--- src/rtl/xl_pkg.sv ---
package xl_pkg;

  typedef enum logic [3:0] {
    FLT_NONE    = 4'd0,
    FLT_ADDR_RD = 4'd1,
    FLT_ADDR_WR = 4'd2,
    FLT_MISS_RD = 4'd3,
    FLT_MISS_WR = 4'd4,
    FLT_MULTI   = 4'd5,
    FLT_PROT_RD = 4'd6,
    FLT_PROT_WR = 4'd7,
    FLT_INIT_WR = 4'd8
  } fault_e;

  typedef enum logic [1:0] {
    RG_TRANSLATE = 2'd0,
    RG_PASS_RAW  = 2'd1,
    RG_PASS_LOW  = 2'd2,
    RG_ADDR_ERR  = 2'd3
  } region_e;

  // Faults that come out of the TLB path and update the fault registers
  function automatic logic is_tlb_fault(input logic [3:0] code);
    return (code >= 4'd3) && (code <= 4'd8);
  endfunction

endpackage

--- src/rtl/xl_region_dec.sv ---
module xl_region_dec
  import xl_pkg::*;
#(
  parameter int ADDR_W   = 32,
  parameter int SQ_TAG_W = 6
) (
  input  logic [ADDR_W-1:0] vaddr,
  input  logic              priv,
  input  logic              sq_block,
  input  logic              xlate_en,
  output region_e           kind
);
  localparam logic [2:0]          HI_TOP3 = 3'b111;
  localparam logic [1:0]          HI_TOP2 = 2'b11;
  localparam logic [SQ_TAG_W-1:0] SQ_TAG  = {3'b111, {(SQ_TAG_W-3){1'b0}}};

  logic top_region, in_hi, in_mid, in_sq;

  always_comb begin
    top_region = vaddr[ADDR_W-1];
    in_hi      = (vaddr[ADDR_W-1 -: 3] == HI_TOP3);
    in_mid     = (vaddr[ADDR_W-1 -: 2] == HI_TOP2) && !in_hi;
    in_sq      = (vaddr[ADDR_W-1 -: SQ_TAG_W] == SQ_TAG);
    kind       = RG_TRANSLATE;
    if (top_region) begin
      if (priv) begin
        if (in_hi)        kind = RG_PASS_RAW;
        else if (!in_mid) kind = RG_PASS_LOW;
        else              kind = xlate_en ? RG_TRANSLATE : RG_PASS_LOW;
      end else begin
        kind = (in_sq && !sq_block) ? RG_PASS_RAW : RG_ADDR_ERR;
      end
    end else begin
      kind = xlate_en ? RG_TRANSLATE : RG_PASS_LOW;
    end
  end
endmodule

--- src/rtl/xl_perm_chk.sv ---
module xl_perm_chk
  import xl_pkg::*;
(
  input  logic   write,
  input  logic   priv,
  input  logic   hit,
  input  logic   multi,
  input  logic   user_ok,
  input  logic   writable,
  input  logic   dirty,
  output fault_e fault
);
  logic wr_allowed;

  always_comb begin
    wr_allowed = priv ? writable : (user_ok && writable);
    if (multi)                   fault = FLT_MULTI;
    else if (!hit)               fault = write ? FLT_MISS_WR : FLT_MISS_RD;
    else if (write) begin
      if (!wr_allowed)           fault = FLT_PROT_WR;
      else if (!dirty)           fault = FLT_INIT_WR;
      else                       fault = FLT_NONE;
    end
    else if (!priv && !user_ok)  fault = FLT_PROT_RD;
    else                         fault = FLT_NONE;
  end
endmodule

--- src/rtl/xl_fault_regs.sv ---
module xl_fault_regs #(
  parameter int ADDR_W   = 32,
  parameter int PAGE_LSB = 10
) (
  input  logic              clk,
  input  logic              rst_n,
  input  logic              capture,
  input  logic [ADDR_W-1:0] cap_vaddr,
  input  logic              load,
  input  logic [ADDR_W-1:0] load_data,
  output logic [ADDR_W-1:0] fault_addr,
  output logic [ADDR_W-1:0] pte_hi
);
  always_ff @(posedge clk or negedge rst_n) begin
    if (!rst_n) begin
      fault_addr <= '0;
      pte_hi     <= '0;
    end else if (capture) begin
      fault_addr                   <= cap_vaddr;
      pte_hi[ADDR_W-1:PAGE_LSB]    <= cap_vaddr[ADDR_W-1:PAGE_LSB];
    end else if (load) begin
      pte_hi <= load_data;
    end
  end
endmodule

--- src/rtl/dat_xlate.sv ---
module dat_xlate
  import xl_pkg::*;
#(
  parameter int ADDR_W   = 32,
  parameter int PAGE_LSB = 10,
  parameter int FLT_W    = 4
) (
  input  logic              clk,
  input  logic              rst_n,
  input  logic              ctl_xlate_en,
  input  logic              ctl_single_virt,
  input  logic              ctl_sq_user_block,
  input  logic              req_valid,
  output logic              req_ready,
  input  logic [ADDR_W-1:0] req_vaddr,
  input  logic              req_write,
  input  logic              req_priv,
  output logic              rsp_valid,
  input  logic              rsp_ready,
  output logic [ADDR_W-1:0] rsp_paddr,
  output logic [FLT_W-1:0]  rsp_fault,
  output logic              tlb_look_valid,
  output logic [ADDR_W-1:0] tlb_look_vaddr,
  output logic              tlb_look_any_asid,
  input  logic              tlb_rsp_hit,
  input  logic              tlb_rsp_multi,
  input  logic [ADDR_W-1:0] tlb_rsp_ppn,
  input  logic [ADDR_W-1:0] tlb_rsp_mask,
  input  logic              tlb_rsp_user,
  input  logic              tlb_rsp_writable,
  input  logic              tlb_rsp_dirty,
  input  logic              pte_hi_ld,
  input  logic [ADDR_W-1:0] pte_hi_wdata,
  output logic [ADDR_W-1:0] fault_addr,
  output logic [ADDR_W-1:0] pte_hi
);
  localparam logic [ADDR_W-1:0] LOW_MASK = {3'b000, {(ADDR_W-3){1'b1}}};

  region_e           kind;
  fault_e            flt_chk, flt_nxt;
  logic [ADDR_W-1:0] pa_nxt;
  logic              accept, capture;
  logic              rsp_valid_q;
  logic [ADDR_W-1:0] rsp_paddr_q;
  logic [FLT_W-1:0]  rsp_fault_q;

  assign req_ready = !rsp_valid_q || rsp_ready;
  assign accept    = req_valid && req_ready;

  xl_region_dec #(.ADDR_W(ADDR_W)) u_region (
    .vaddr    (req_vaddr),
    .priv     (req_priv),
    .sq_block (ctl_sq_user_block),
    .xlate_en (ctl_xlate_en),
    .kind     (kind)
  );

  assign tlb_look_valid    = accept && (kind == RG_TRANSLATE);
  assign tlb_look_vaddr    = req_vaddr;
  assign tlb_look_any_asid = ctl_single_virt && req_priv;

  xl_perm_chk u_perm (
    .write    (req_write),
    .priv     (req_priv),
    .hit      (tlb_rsp_hit),
    .multi    (tlb_rsp_multi),
    .user_ok  (tlb_rsp_user),
    .writable (tlb_rsp_writable),
    .dirty    (tlb_rsp_dirty),
    .fault    (flt_chk)
  );

  always_comb begin
    flt_nxt = FLT_NONE;
    pa_nxt  = '0;
    case (kind)
      RG_PASS_RAW: pa_nxt = req_vaddr;
      RG_PASS_LOW: pa_nxt = req_vaddr & LOW_MASK;
      RG_ADDR_ERR: flt_nxt = req_write ? FLT_ADDR_WR : FLT_ADDR_RD;
      default: begin
        flt_nxt = flt_chk;
        if (flt_chk == FLT_NONE)
          pa_nxt = (tlb_rsp_ppn & tlb_rsp_mask) | (req_vaddr & ~tlb_rsp_mask);
      end
    endcase
  end

  always_ff @(posedge clk or negedge rst_n) begin
    if (!rst_n) begin
      rsp_valid_q <= 1'b0;
      rsp_paddr_q <= '0;
      rsp_fault_q <= '0;
    end else if (accept) begin
      rsp_valid_q <= 1'b1;
      rsp_paddr_q <= pa_nxt;
      rsp_fault_q <= flt_nxt;
    end else if (rsp_ready) begin
      rsp_valid_q <= 1'b0;
    end
  end

  assign rsp_valid = rsp_valid_q;
  assign rsp_paddr = rsp_paddr_q;
  assign rsp_fault = rsp_fault_q;

  assign capture = accept && is_tlb_fault(flt_nxt);

  xl_fault_regs #(.ADDR_W(ADDR_W), .PAGE_LSB(PAGE_LSB)) u_fregs (
    .clk        (clk),
    .rst_n      (rst_n),
    .capture    (capture),
    .cap_vaddr  (req_vaddr),
    .load       (pte_hi_ld),
    .load_data  (pte_hi_wdata),
    .fault_addr (fault_addr),
    .pte_hi     (pte_hi)
  );
endmodule

--- config.mk ---
export PLATFORM = sky130hd
export DESIGN_NAME = dat_xlate
export DESIGN_NICKNAME = d
export VERILOG_FILES = /design/src/rtl/xl_pkg.sv /design/src/rtl/xl_region_dec.sv /design/src/rtl/xl_perm_chk.sv /design/src/rtl/xl_fault_regs.sv /design/src/rtl/dat_xlate.sv
export SDC_FILE = /design/constraint.sdc
export NUM_CORES = 1
export LEC_CHECK = 0
export BUFFER_PORTS_ARGS = -buffer_cell sky130_fd_sc_hd__buf_2
export CAP_MARGIN = 20
export CORE_ASPECT_RATIO = 0.6
export CORE_MARGIN = 2
export CORE_UTILIZATION = 41
export DETAILED_ROUTE_END_ITERATION = 10
export PLACE_DENSITY = 0.77
export SLEW_MARGIN = 10
export SYNTH_ARGS = -nofsm -noshare
export SYNTH_HDL_FRONTEND = slang
export SYNTH_HIERARCHICAL = 1
export SYNTH_SLANG_ARGS = --single-unit
--- constraint.sdc ---
create_clock -name clk -period 1.6 [get_ports clk]
set_input_delay 0.16 -clock clk [delete_from_list [all_inputs] [get_ports clk]]
set_output_delay 0.16 -clock clk [all_outputs]
set_load 0.05 [all_outputs]
# Word level (Yosys, flattened, before mapping)
# Index checks and enable logic that the tools add are counted.
# word_totals
reg_bits	101
latchBits	0
mem_bits_rw	0
rom_bits	0
input_bits	143
out_inout_bits	136
n_memories	0
# op_classes
n_addsub	0
n_mul	0
div_mod_pow	0
magnitude_cmp	2
n_eq_ne	6
shifts	0
mux	22
n_bitwise	5
n_reduce_logical	21
# ops
operator	count
32-bit case mux with 3 select lines	1
32-bit AND	2
32-bit 2-to-1 mux	2
32-bit inverter	1
32-bit OR	1
22-bit 2-to-1 mux	1
4-bit 2-to-1 mux	5
2-bit 2-to-1 mux	7
1-bit logical AND	9
4-bit case mux with 2 select lines	1
2-bit equality test, second input constant	3
6-bit equality test, second input constant	1
3-bit 2-to-1 mux	2
1-bit logical NOT	5
4-bit by 2-bit >= comparator with 1-bit output, second input constant	1
4-bit <= comparator, second input constant	1
4-bit logical NOT	1
2-bit nonzero test	2
3-bit equality test, second input constant	1
1-bit 2-to-1 mux	3
2-bit by 1-bit equality test with 1-bit output, second input constant	1
2-bit logical NOT	1
2-bit AND reduction	1
2-bit OR reduction	1
2 further kinds	2

# Logic depth before layout (Yosys ltp)
# Gate-level depths: netlist of the first run.
# depth
word_depth	15
mapped_depth	10

# Modules after synthesis
# The synthesis of the first run kept the hierarchy.
# modules_own_cells
mod	n_inst	cells_each	area_per_inst_um2
xl_fault_regs	1	207	2590.0
dat_xlate	1	246	2417.3
xl_perm_chk	1	12	76.3
xl_region_dec	1	7	42.5

# Least setup slack after synthesis of the first run
# Ideal clock, no wire load.
# synth_timing
path_kind	input port to flip-flop
startpoint	input port req_vaddr[27]
endpoint	register u_fregs.fault_addr[6]
arrival_ns	2.994
required_ns	1.475
slack_ns	-1.519
path_stages	9
path_buffers	2
path_cell_list	or3_1 > or4_1 > a31o_1 > nor2_1 > and3_1 > a21boi_1 > buf_6 > buf_6 > mux2_4
# synth_via
elab_chain_len	11
word_cells_on_any_way	14
# synth_lines
element	line_no	source
from (decl)	dat_xlate.sv:15	input logic [ADDR_W-1:0] req_vaddr,
6-bit equality test *	xl_region_dec.sv:23	in_sq = (vaddr[ADDR_W-1 -: SQ_TAG_W] == SQ_TAG);
1-bit logical AND *	xl_region_dec.sv:31	kind = (in_sq && !sq_block) ? RG_PASS_RAW : RG_ADDR_ERR;
2-bit 2-to-1 mux *	xl_region_dec.sv:31	
2-bit 2-to-1 mux *	xl_region_dec.sv:26	if (priv) begin
2-bit 2-to-1 mux *	xl_region_dec.sv:25	if (top_region) begin
via kind[1]	dat_xlate.sv:39	region_e kind;
2-bit equality test or 2-bit by 1-bit equality test with 1-bit output (tied branches)	dat_xlate.sv:76	case (kind)
2-bit OR reduction (no line)	--	
4-bit case mux with 2 select lines *	dat_xlate.sv:76	
4-bit by 2-bit >= comparator with 1-bit output or 4-bit <= comparator (tied branches)	xl_pkg.sv:24	return (code >= 4'd3) && (code <= 4'd8);
1-bit logical AND *	xl_pkg.sv:24	
1-bit logical AND *	dat_xlate.sv:106	assign capture = accept && is_tlb_fault(flt_nxt);
via capture	dat_xlate.sv:42	logic accept, capture;
to (signal assigned)	xl_fault_regs.sv:19	fault_addr <= cap_vaddr;
to (decl)	xl_fault_regs.sv:11	output logic [ADDR_W-1:0] fault_addr,
# Mark *: on every way through the listed nets, which the timed path passes. The rest lies on a longest branch.
# A chain may end at the register's enable or synchronous reset.

# Worst setup path after layout of the first run
# layout_timing
startpoint	input port req_vaddr[27]
endpoint	register u_fregs.pte_hi[0]
# layout_via
elab_chain_len	13
word_cells_on_any_way	16
# layout_lines
element	line_no	source
6-bit equality test *	xl_region_dec.sv:23	
1-bit logical AND *	xl_region_dec.sv:31	
2-bit 2-to-1 mux *	xl_region_dec.sv:31	
2-bit 2-to-1 mux *	xl_region_dec.sv:26	
2-bit 2-to-1 mux *	xl_region_dec.sv:25	
via kind[1]	dat_xlate.sv:39	
2-bit equality test or 2-bit by 1-bit equality test with 1-bit output (tied branches)	dat_xlate.sv:76	
2-bit OR reduction (no line)	--	
4-bit case mux with 2 select lines *	dat_xlate.sv:76	
4-bit by 2-bit >= comparator with 1-bit output or 4-bit <= comparator (tied branches)	xl_pkg.sv:24	
1-bit logical AND *	xl_pkg.sv:24	
1-bit logical AND *	dat_xlate.sv:106	
via capture	dat_xlate.sv:42	
1-bit inverter (no line) *	--	
2-bit AND reduction (no line) *	--	
to (signal, indexed assignment)	xl_fault_regs.sv:20	pte_hi[ADDR_W-1:PAGE_LSB] <= cap_vaddr[ADDR_W-1:PAGE_LSB];
to (signal assigned)	xl_fault_regs.sv:22	pte_hi <= load_data;
to (decl)	xl_fault_regs.sv:12	output logic [ADDR_W-1:0] pte_hi
# Marks and branches as above.

==> impl_metrics.env, run 1 <==
export IMPL_antenna_found_initial=0
export IMPL_yosys_warnings=6
export IMPL_cts_root_buf="clkbuf_16"
export IMPL_clock_latency_ns=0.34
export IMPL_timing_rr_start="rsp_valid$_DFFE_PN0P_"
export IMPL_violations="negative setup slack"
export IMPL_holdPathStages=2
export IMPL_initial_core_util=0.422
export IMPL_whs_endpoint="u_fregs/pte_hi[4]$_DFFE_PN0P_"
export IMPL_ir_drop_uv=647
export IMPL_dr_total_vias=4912
export IMPL_synthArstFlopShare=1.00
export IMPL_r2r_end="u_fregs/pte_hi[8]$_DFFE_PN0P_"
export IMPL_fp_coreArea_mm2=0.0121
export IMPL_totalWireLength_um=17200
export IMPL_timing_final_ws_setup_ns=-0.555
export IMPL_finalClockSkew_ns=0.00539
export IMPL_synthMuxAreaShare=0.167
export IMPL_cp_required_ns=1.82
export IMPL_num_io_pins=279
export IMPL_cp_arrival_ns=2.38
export IMPL_slew_headroom=0.691
export IMPL_post_route_min_period_ns=2.15
export IMPL_timing_fmax_ghz=0.464
export IMPL_die_h_um=90.6
export IMPL_syn_num_nets=615
export IMPL_r2r_cells=6
export IMPL_nNetsFinal=890
export IMPL_cts_buffer_depth=2
export IMPL_hold_violations=0
export IMPL_rows=31
export IMPL_areaGrowthSynthToFinish_pct=44.5
export IMPL_synth_top_cell_area_share=0.493
export IMPL_tightest_slew_ns=0.464
export IMPL_synth_top_family_by_area="compound AO/OA/AOI/OAI gates"
export IMPL_end_kind="flip-flop"
export IMPL_grt_pass1_wl_um=26000
export IMPL_yosysTopAreaCell="dfrtp_1"
export IMPL_dr_pass1_iters=4
export IMPL_cts_tree="yes"
export IMPL_max_stage_delay_ns=0.43
export IMPL_synthFlopType="dfrtp_1"
export IMPL_netlist_instances=472
export IMPL_yosys_area_share_xor_xnor=0.00171
export IMPL_drt_iter0_drc=175
export IMPL_utilization=0.610
export IMPL_dpl_instance_area_mm2=0.00665
export IMPL_period_share=1.35
export IMPL_max_cap_violations=0
export IMPL_avgSynthCellArea_um2=10.9
export IMPL_gp_congestion=0.880
export IMPL_overflow=0
export IMPL_finalSetupViolCount=98
export IMPL_first_global_vias=4982
export IMPL_crit_buf_inv=2
export IMPL_synth_simple_gate_area_frac=0.0491
export IMPL_synth_compound_area_frac=0.182
export IMPL_cpMostUsedCell="buf_6"
export IMPL_htreeDepth=3
export IMPL_startpoint="req_vaddr[27]"
export IMPL_dp_hpwl_um=12400
export IMPL_grt_max_degree=46
export IMPL_cts_buffers_inserted=9
export IMPL_rsz0062_at_grt="yes"
export IMPL_synth_edf_count=0
export IMPL_antenna_cells=0
export IMPL_via_per_inst=5.36
export IMPL_cellLeakagePower_nw=3.63
export IMPL_cts_sinks=101
export IMPL_fin_area_mm2=0.00741
export IMPL_fillers=1001
export IMPL_cellPowerDensity_mw_per_mm2=1320
export IMPL_critPathTopFamily="simple AND/OR/NAND/NOR gates"
export IMPL_wl_per_cell_um=18.8
export IMPL_ys_ff_latch=101
export IMPL_ant_nets=0
export IMPL_synthTopCellsByArea="dfrtp_1 (49%), mux2_2 (8.3%), a21oi_1 (6.7%), a32oi_1 (5.5%), buf_4 (5.4%)"
export IMPL_hp_class="in2reg"
export IMPL_final_cells=917
export IMPL_synthAdderAreaFrac=0
export IMPL_drc=0
export IMPL_die_w_um=148
export IMPL_synth_cell_types=38
export IMPL_numPlacedInstances=886
export IMPL_worstHoldStart="pte_hi_wdata[4]"
export IMPL_start_kind="input port"
export IMPL_die_area_mm2=0.0134
export IMPL_clk_pin_slew_ns=0.07
export IMPL_reg2reg_slack_ns=-0.03
export IMPL_status="complete, but fails checks"
export IMPL_seq_area_frac_synth=0.493
export IMPL_path_max_fanout=5
export IMPL_track_usage=0.248
export IMPL_slew_viol_final=0
export IMPL_syn_cell_area_mm2=0.00513
export IMPL_crit_slowest_cell="or4_4"
export IMPL_drive_above_1_share=0.572
export IMPL_io_buffers=278
export IMPL_crit_chain="buf_6 -> or3_4 -> or4_4 -> a31o_4 -> nor2_4 -> and3_4 -> a21boi_4 -> buf_6 -> nor2b_4 -> mux2_4"
export IMPL_critPathKind="in2reg"
report_power, final:
part           switching, mW  leakage (nW)  internal (mW)  total, mW
combinational           2.97          2.28           1.11       4.09
clock                   1.02         0.157           1.29       2.31
sequential             0.298          1.20           3.05       3.35
cells in the mapped netlist (2+ instances only):
master    instances
nand2_1          29
buf_4            37
and2_1            2
nand2b_1          3
buf_6             8
nand4_1           2
buf_2            10
mux2_4           14
a32oi_1          32
a21oi_1          69
o21ai_0          46
inv_1            24
dfrtp_1         101
clkbuf_1         10
nor3_2            2
mux2i_1          22
nor2_1            2
mux2_2           38
a31o_1            2
layout by cell type, fill, tap and decap left out, types with 14 or more instances in the layout:
cell type  instances
o21ai_0           45
mux2_2            38
a21oi_1           65
inv_1             24
buf_4             30
nand2_1           23
mux2_4            14
a32oi_1           21
mux2i_1           22
buf_2            273
dfrtp_1          101
registers in the layout, indices dropped and copies added (netlist names):
| signal | count |
|---|---|
| rsp_paddr | 32 |
| rsp_valid | 1 |
| u_fregs/fault_addr | 32 |
| rsp_fault | 4 |
| u_fregs/pte_hi | 32 |
how the worst max path moves through the flow:
stage,end,slack [ns],cells after the start
final,u_fregs/pte_hi[0]$_DFFE_PN0P_,-0.55,10
after global routing,u_fregs/pte_hi[10]$_DFFE_PN0P_,-0.57,11
after CTS,u_fregs/pte_hi[0]$_DFFE_PN0P_,-0.52,10
after detailed placement,u_fregs/fault_addr[25]$_DFFE_PN0P_,-1.02,11
after global placement,u_fregs/fault_addr[1]$_DFFE_PN0P_,-0.91,9
after floorplan,u_fregs/fault_addr[6]$_DFFE_PN0P_,-0.96,9
area by class of cell:
type	instances	area [um^2]	share of cell area
Sequential cell	101	2530	0.341
Clock buffer	10	239	0.0323
Inverter	24	90.1	0.0122
Tap cell	165	206	0.0279
Clock inverter	6	78.8	0.0106
Multi-Input combinational cell	284	2300	0.311
Timing Repair Buffer	327	1960	0.265
repair_timing:
item,CTS,global route
setup buffers,7,4
hold buffers,1,0
pin swaps,19,18
endpoints found under the hold margin,18,0
gates cloned,4,1
endpoints found under the setup margin,101,100
resized for setup,33,27
kinds of logic after synthesis:
group | Yosys count
AND/OR/NAND/NOR | 50
XOR/XNOR | 1
multiplexers | 74
AO/OA/AOI/OAI | 157
flip-flops | 101
buffers and inverters | 89
metrics by stage:
step / setup WS [ns] / hold WS [ns] / setup TNS [ns] / total power [mW]
global route: -0.570 / 0.0337 / -46.79 / 10.2
global placement: -0.912 / 0.0704 / -85.08 / 7.19
detailed placement: -1.02 / 0.0712 / -92.70 / 7.29
finish: -0.555 / 0.0491 / -44.46 / 9.75
floorplan: -0.964 / -0.136 / -64.01 / 6.15
CTS: -0.519 / 0.0375 / -43.53 / 9.71
routing by layer:
layer | track usage | vias up | share of wire
met5 | 0 | - | 0
met4 | 0.0651 | 0 | 0.016
met3 | 0.0702 | 27 | 0.084
met2 | 0.426 | 237 | 0.51
met1 | 0.307 | 2430 | 0.39
li1 | - | 2218 | -
Note: power is estimated with default switching activity, not from simulation.
==> inputs of run 2 (changes only) <==
CORE_UTILIZATION = 24   (was 41)
GPL_TIMING_DRIVEN = 0   (was unset)
PLACE_DENSITY = unset   (was 0.77)
SYNTH_HIERARCHICAL = unset   (was 1)
==> run 2 against run 1 <==
Non-clock buffer count rose by 29. Critical path depth down 4. The flow still finishes with violations (negative setup slack). Critical path type is now reg2reg. Flip-flop and latch count is the same. Combinational power shrank 12%.
==> impl_metrics.env, run 2 <==
export IMPL_status="complete, but fails checks"
export IMPL_violations="negative setup slack"
export IMPL_drc=0
export IMPL_drive_above_1_share=0.546
export IMPL_seq_area_frac_synth=0.514
export IMPL_io_buffers=277
export IMPL_cts_sinks=101
export IMPL_initial_core_util=0.245
export IMPL_first_global_vias=4762
export IMPL_fp_coreArea_mm2=0.0201
export IMPL_die_h_um=115
export IMPL_holdWs_ns=0.0408
export IMPL_cellPowerDensity_mw_per_mm2=1170
export IMPL_cts_tree="yes"
export IMPL_r2r_end="u_fregs.fault_addr[6]$_DFFE_PN0P_"
export IMPL_yosysTopAreaCell="dfrtp_1"
export IMPL_synth_cell_types=39
export IMPL_wl_per_cell_um=17.4
export IMPL_syn_num_nets=663
export IMPL_ant_nets=0
export IMPL_timing_rr_start="rsp_valid$_DFFE_PN0P_"
export IMPL_dp_hpwl_um=14500
export IMPL_slew_headroom=0.381
export IMPL_synthTopCellsByArea="dfrtp_1 (51%), nand2_1 (8.3%), buf_4 (5.0%), mux2_2 (5.0%), o21ai_0 (4.9%)"
export IMPL_hp_class="in2reg"
export IMPL_cts_root_buf="clkbuf_16"
export IMPL_yosys_warnings=0
export IMPL_slew_viol_final=0
export IMPL_overflow=0
export IMPL_final_common_cell="buf_2"
export IMPL_cellLeakagePower_nw=4.03
export IMPL_reg2reg_slack_ns=-0.05
export IMPL_sw_frac_of_total=0.425
export IMPL_start_kind="flip-flop"
export IMPL_cp_arrival_ns=1.88
export IMPL_rows=40
export IMPL_via_per_inst=4.49
export IMPL_hold_violations=0
export IMPL_path_max_fanout=9
export IMPL_nNetsFinal=970
export IMPL_p_seq_frac=0.349
export IMPL_num_io_pins=279
export IMPL_die_w_um=189
export IMPL_finalClockSkew_ns=0.0121
export IMPL_grt_pass1_wl_um=28500
export IMPL_end_kind="flip-flop"
export IMPL_cp_required_ns=1.83
export IMPL_totalWireLength_um=19300
export IMPL_finalSetupViolCount=25
export IMPL_period_share=1.03
export IMPL_combPwrFrac=0.393
export IMPL_crit_end="u_fregs.fault_addr[6]$_DFFE_PN0P_"
export IMPL_clk_pin_slew_ns=0.08
export IMPL_netlist_instances=520
export IMPL_synthArstFlopShare=1.00
export IMPL_max_cap_violations=0
export IMPL_p_clk_frac=0.259
export IMPL_gp_congestion=0.761
export IMPL_critPathKind="reg2reg"
export IMPL_htreeDepth=3
export IMPL_dr_pass1_iters=6
export IMPL_avgSynthCellArea_um2=9.46
export IMPL_die_area_mm2=0.0217
export IMPL_ys_ff_latch=101
export IMPL_antenna_found_initial=0
export IMPL_clock_latency_ns=0.35
export IMPL_synth_edf_count=0
export IMPL_grt_max_degree=55
export IMPL_cts_buffer_depth=2
export IMPL_yosysMostFrequentCell="nand2_1"
export IMPL_setup_tns_ns=-0.343
export IMPL_synth_top_cells_by_count="nand2_1 (109), dfrtp_1 (101), o21ai_0 (48)"
export IMPL_worstHoldStart="pte_hi_wdata[2]"
export IMPL_drt_iter0_drc=204
export IMPL_dr_total_vias=4961
export IMPL_post_route_min_period_ns=1.65
export IMPL_areaGrowthSynthToFinish_pct=58.4
export IMPL_internal_power_mw=5.26
export IMPL_p_sw_mw=3.89
export IMPL_holdPathStages=2
export IMPL_cts_buffers_inserted=9
export IMPL_synth_top_cell_area_share=0.514
export IMPL_syn_cell_area_mm2=0.00492
export IMPL_tightest_slew_ns=0.928
export IMPL_ir_drop_uv=619
export IMPL_track_usage=0.175
export IMPL_r2r_cells=6
export IMPL_timing_final_ws_setup_ns=-0.0473
export IMPL_startpoint="rsp_valid$_DFFE_PN0P_"
export IMPL_fillers=2028
export IMPL_timing_fmax_ghz=0.607
export IMPL_rsz0062_at_grt="yes"
export IMPL_antenna_cells=0
export IMPL_synthFlopType="dfrtp_1"
export IMPL_final_cell_mix="buf_2 (272), dfrtp_1 (100), nand2_1 (89), buf_4 (45), o21ai_0 (36)"
run 2: layer usage:
layer	vias up	share of wire	track usage
li1	2367	-	-
met1	2356	0.47	0.238
met2	219	0.44	0.268
met3	19	0.086	0.0565
met4	0	0.013	0.0484
met5	-	0	0
run 2: worst min-delay path by stage:
stage | endpoint | slack, ns
after CTS | u_fregs.pte_hi[2]$_DFFE_PN0P_ | 0.02
after detailed placement | u_fregs.fault_addr[9]$_DFFE_PN0P_ | 0.13
final | u_fregs.pte_hi[2]$_DFFE_PN0P_ | 0.04
after global routing | u_fregs.pte_hi[0]$_DFFE_PN0P_ | 0.02
after floorplan | rsp_fault[0]$_DFFE_PN0P_ | -0.14
after global placement | u_fregs.pte_hi[6]$_DFFE_PN0P_ | 0.39
run 2: timing repair:
action,CTS,global route
hold buffers,1,0
resized for setup,47,35
endpoints found under the setup margin,100,95
hold endpoints to repair,47,0
cloned,1,2
setup buffers,14,3
pin swaps,3,6
run 2: worst max-delay path, stage by stage (launching register included):
cell and delay (ns):
dfrtp_2 0.42, nand2b_4 0.08, o2111ai_4 0.13, buf_6 0.16, a31oi_4 0.23, buf_12 0.19
mux2_4 0.30
run 2: final cells by class:
type | count | area [um^2] | share of cell area
tap | 273 | 342 | 0.0438
multi-input combinational | 329 | 2290 | 0.294
inverter | 30 | 116 | 0.0149
sequential | 101 | 2530 | 0.324
buffer | 59 | 556 | 0.0713
clock inverter | 6 | 76.3 | 0.00979
clock buffer | 10 | 239 | 0.0307
timing repair buffer | 297 | 1640 | 0.211
run 2: power by group through the flow:
stage	clock (mW)	sequential, mW	combinational [mW]
after floorplan	0	4.73	0.941
after global placement	0	3.23	3.46
after CTS	2.45	3.19	3.58
after global routing	2.55	3.24	3.78
final	2.37	3.19	3.59
after detailed placement	0	3.23	3.49
run 2: logic make-up after synthesis:
logic type | synth area share
buf+inv | 0.0966
simple gates | 0.132
compound gates | 0.162
flops | 0.514
mux | 0.0951
run 2: per-stage QoR:
step / util / instances / total power, mW / setup slack (ns) / cell area [um^2]
6_report: 0.388 / 1105 / 9.15 / -0.0473 / 7790
5_1_grt: 0.388 / 1105 / 9.57 / -0.104 / 7790
4_1_cts: 0.382 / 1102 / 9.23 / -0.147 / 7670
3_5_place_dp: 0.350 / 1071 / 6.72 / -1.07 / 7030
3_3_place_gp: 0.349 / 1070 / 6.69 / -1.09 / 7000
2_1_floorplan: - / 520 / 5.67 / -0.283 / 5270
==> inputs of run 3 (changes only) <==
ABC_AREA = 1   (was unset)
CAP_MARGIN = unset   (was 20)
==> run 3 against run 2 <==
The run now ends clean. Critical path depth fell by 1. Final cell count rose by 11%. Count of clock-buffer cells in the layout stayed put. Sequential share of layout area grew 1.6 points. Critical path type is now reg2out. Core utilization down 3.8 points. Synthesized area rose by 6.4%. Global-route usage up 0.75 points. Critical endpoint is now tlb_look_valid. Non-clock buffer count decreased by 4. Worst hold slack got worse by 0.0040 ns.
==> impl_metrics.env, run 3 <==
export IMPL_status="finished clean"
export IMPL_period_share=0.955
export IMPL_end_kind="output port"
export IMPL_clock_latency_ns=0.35
export IMPL_cpMostUsedCell="buf_8"
export IMPL_synth_edf_count=0
export IMPL_cts_buffer_depth=2
export IMPL_max_stage_delay_ns=0.42
export IMPL_drive_above_1_share=0.415
export IMPL_seq_area_frac_synth=0.483
export IMPL_multi_input_area_mm2=0.00215
export IMPL_finalClockSkew_ns=0.00583
export IMPL_areaGrowthSynthToFinish_pct=42.0
export IMPL_clk_pin_slew_ns=0.07
export IMPL_post_route_min_period_ns=1.53
export IMPL_slew_viol_final=0
export IMPL_cts_root_buf="clkbuf_16"
export IMPL_io_buffers=277
export IMPL_p_total_mw=9.33
export IMPL_ant_nets=0
export IMPL_synthFlopType="dfrtp_1"
export IMPL_antenna_found_initial=1
export IMPL_hp_class="in2reg"
export IMPL_initial_core_util=0.247
export IMPL_overflow=0
export IMPL_hold_violations=0
export IMPL_cellPowerDensity_mw_per_mm2=1260
export IMPL_htreeDepth=3
export IMPL_rsz0062_at_grt="yes"
export IMPL_max_cap_violations=0
export IMPL_yosys_warnings=0
export IMPL_holdWs_ns=0.0368
export IMPL_path_max_fanout=5
export IMPL_dpl_worst_slack_ns=-0.395
export IMPL_ys_ff_latch=101
export IMPL_synth_top_cells_by_count="nand2_1 (191), nand3_1 (141), dfrtp_1 (101)"
export IMPL_cts_sinks=101
export IMPL_syn_num_nets=794
export IMPL_cp_arrival_ns=1.37
export IMPL_track_usage=0.183
export IMPL_cp_required_ns=1.44
export IMPL_netlist_instances=651
export IMPL_final_common_cell="buf_2"
export IMPL_slew_headroom=0.566
export IMPL_die_w_um=195
export IMPL_syn_cell_area_mm2=0.00524
export IMPL_wl_per_cell_um=17.2
export IMPL_via_per_inst=4.57
export IMPL_dr_total_vias=5607
export IMPL_synthArstFlopShare=1.00
export IMPL_synthTopCellsByArea="dfrtp_1 (48%), nand2_1 (14%), nand3_1 (13%), buf_4 (4.9%), mux2_2 (4.1%)"
export IMPL_seqCellArea_mm2=0.00253
export IMPL_fp_coreArea_mm2=0.0212
export IMPL_ir_drop_uv=505
export IMPL_die_area_mm2=0.0230
export IMPL_cts_buffers_inserted=9
export IMPL_cellLeakagePower_nw=4.23
export IMPL_numPlacedInstances=1208
export IMPL_first_global_vias=5425
export IMPL_crit_slowest_cell="dfrtp_2"
export IMPL_grt_pass1_wl_um=32200
export IMPL_critPathKind="reg2out"
export IMPL_yosysTopAreaCell="dfrtp_1"
export IMPL_synth_top_cell_area_share=0.483
export IMPL_finalSetupViolCount=0
export IMPL_die_h_um=118
export IMPL_synth_cell_types=22
export IMPL_timing_fmax_ghz=0.654
export IMPL_final_cells=1227
export IMPL_grt_max_degree=53
export IMPL_cts_tree="yes"
export IMPL_gp_congestion=0.849
export IMPL_totalWireLength_um=21100
export IMPL_rows=41
export IMPL_timing_final_ws_setup_ns=0.0721
export IMPL_crit_chain="nand2_4 -> nand2_2 -> buf_8 -> nor2_4 -> buf_8"
export IMPL_dr_pass1_iters=5
export IMPL_avgSynthCellArea_um2=8.04
export IMPL_nNetsFinal=1085
export IMPL_drc=0
export IMPL_fillers=2294
export IMPL_yosysMostFrequentCell="nand2_1"
export IMPL_drt_iter0_drc=361
export IMPL_tightest_slew_ns=0.650
export IMPL_start_kind="flip-flop"
export IMPL_final_cell_mix="buf_2 (291), nand2_1 (189), nand3_1 (140), dfrtp_1 (100), inv_1 (42)"
export IMPL_num_io_pins=279
export IMPL_dp_hpwl_um=16500
==> run 3: cell count changes in the layout (fill, tap and decap cells not counted), moves of 13 or more <==
cell / before / now
mux2_4: 20 / 0
buf_2: 272 / 291
nand4_1: 0 / 32
mux2i_1: 22 / 1
nand3_1: 4 / 140
o21ai_0: 36 / 23
nand2_1: 89 / 189
a21oi_1: 28 / 3
nor2_1: 24 / 6
o221ai_2: 20 / 0
nand2_2: 19 / 1
inv_1: 29 / 42
mux2_2: 2 / 19
==> run 3: power breakdown <==
group | internal (mW) | switching, mW
Clock | 1.23 | 1.05
Sequential | 3.02 | 0.270
Combinational | 0.897 | 2.86
==> run 3: kinds of logic (layout without fill, tap and decap cells) <==
family | Yosys count | in the layout | synth area share
buf+inv | 118 | 414 | 0.115
other cells | 0 | 1 | 0
compound gates | 30 | 30 | 0.0292
simple gates | 382 | 382 | 0.331
flops | 101 | 101 | 0.483
mux | 20 | 20 | 0.0428
==> run 3: final timing paths <==
| path | start | endpoint | slack, ns | depth (start not counted) |
|---|---|---|---|---|
| min in group asynchronous | rst_n | rsp_paddr[31]$_DFFE_PN0P_ | 0.31 | 2 |
| setup / recovery | rsp_valid$_DFFE_PN0P_ | tlb_look_valid | 0.07 | 5 |
| setup reg to reg | rsp_valid$_DFFE_PN0P_ | rsp_paddr[23]$_DFFE_PN0P_ | 0.11 | 7 |
| hold / removal | pte_hi_wdata[8] | u_fregs.pte_hi[8]$_DFFE_PN0P_ | 0.04 | 3 |
| max in group asynchronous | rst_n | u_fregs.pte_hi[31]$_DFFE_PN0P_ | 0.63 | 3 |
| hold reg to reg | u_fregs.pte_hi[8]$_DFFE_PN0P_ | u_fregs.pte_hi[8]$_DFFE_PN0P_ | 0.47 | 2 |
==> run 3: final cells by class <==
class / count / share of cell area
Inverter: 46 / 0.0236
Multi-Input combinational cell: 432 / 0.290
Antenna cell: 1 / 0.000337
Tap cell: 279 / 0.0470
Clock buffer: 10 / 0.0308
Clock inverter: 6 / 0.00943
Sequential cell: 101 / 0.340
Timing Repair Buffer: 280 / 0.195
Buffer: 72 / 0.0641
==> run 3: routing by layer <==
layer,vias up,track usage,share of wire
li1,2705,-,-
met4,0,0.0356,0.011
met2,236,0.278,0.43
met3,18,0.0468,0.072
met1,2648,0.261,0.49
met5,-,0,0
==> run 3: worst max-delay path, delay by kind of cell, from the launching register on <==
family | cells | cell delay (ns)
flip-flops | 1 | 0.42
AND/OR/NAND/NOR | 3 | 0.29
buffers and inverters | 2 | 0.30
==> run 3: through the flow <==
| stage | TNS, ns | utilization | cell area (um^2) |
|---|---|---|---|
| global route | -0.0713 | 0.351 | 7430 |
| global placement | -110.01 | 0.330 | 6990 |
| finish | 0 | 0.351 | 7430 |
| detailed placement | -23.22 | 0.332 | 7030 |
| CTS | 0 | 0.348 | 7370 |
| floorplan | 0 | - | 5260 |
==> run 3: repair_timing <==
item,4_1_cts,5_1_grt
endpoints found under the hold margin,49,0
resized for setup,11,21
setup endpoints to repair,50,69
setup buffers,1,0
hold buffers,1,0
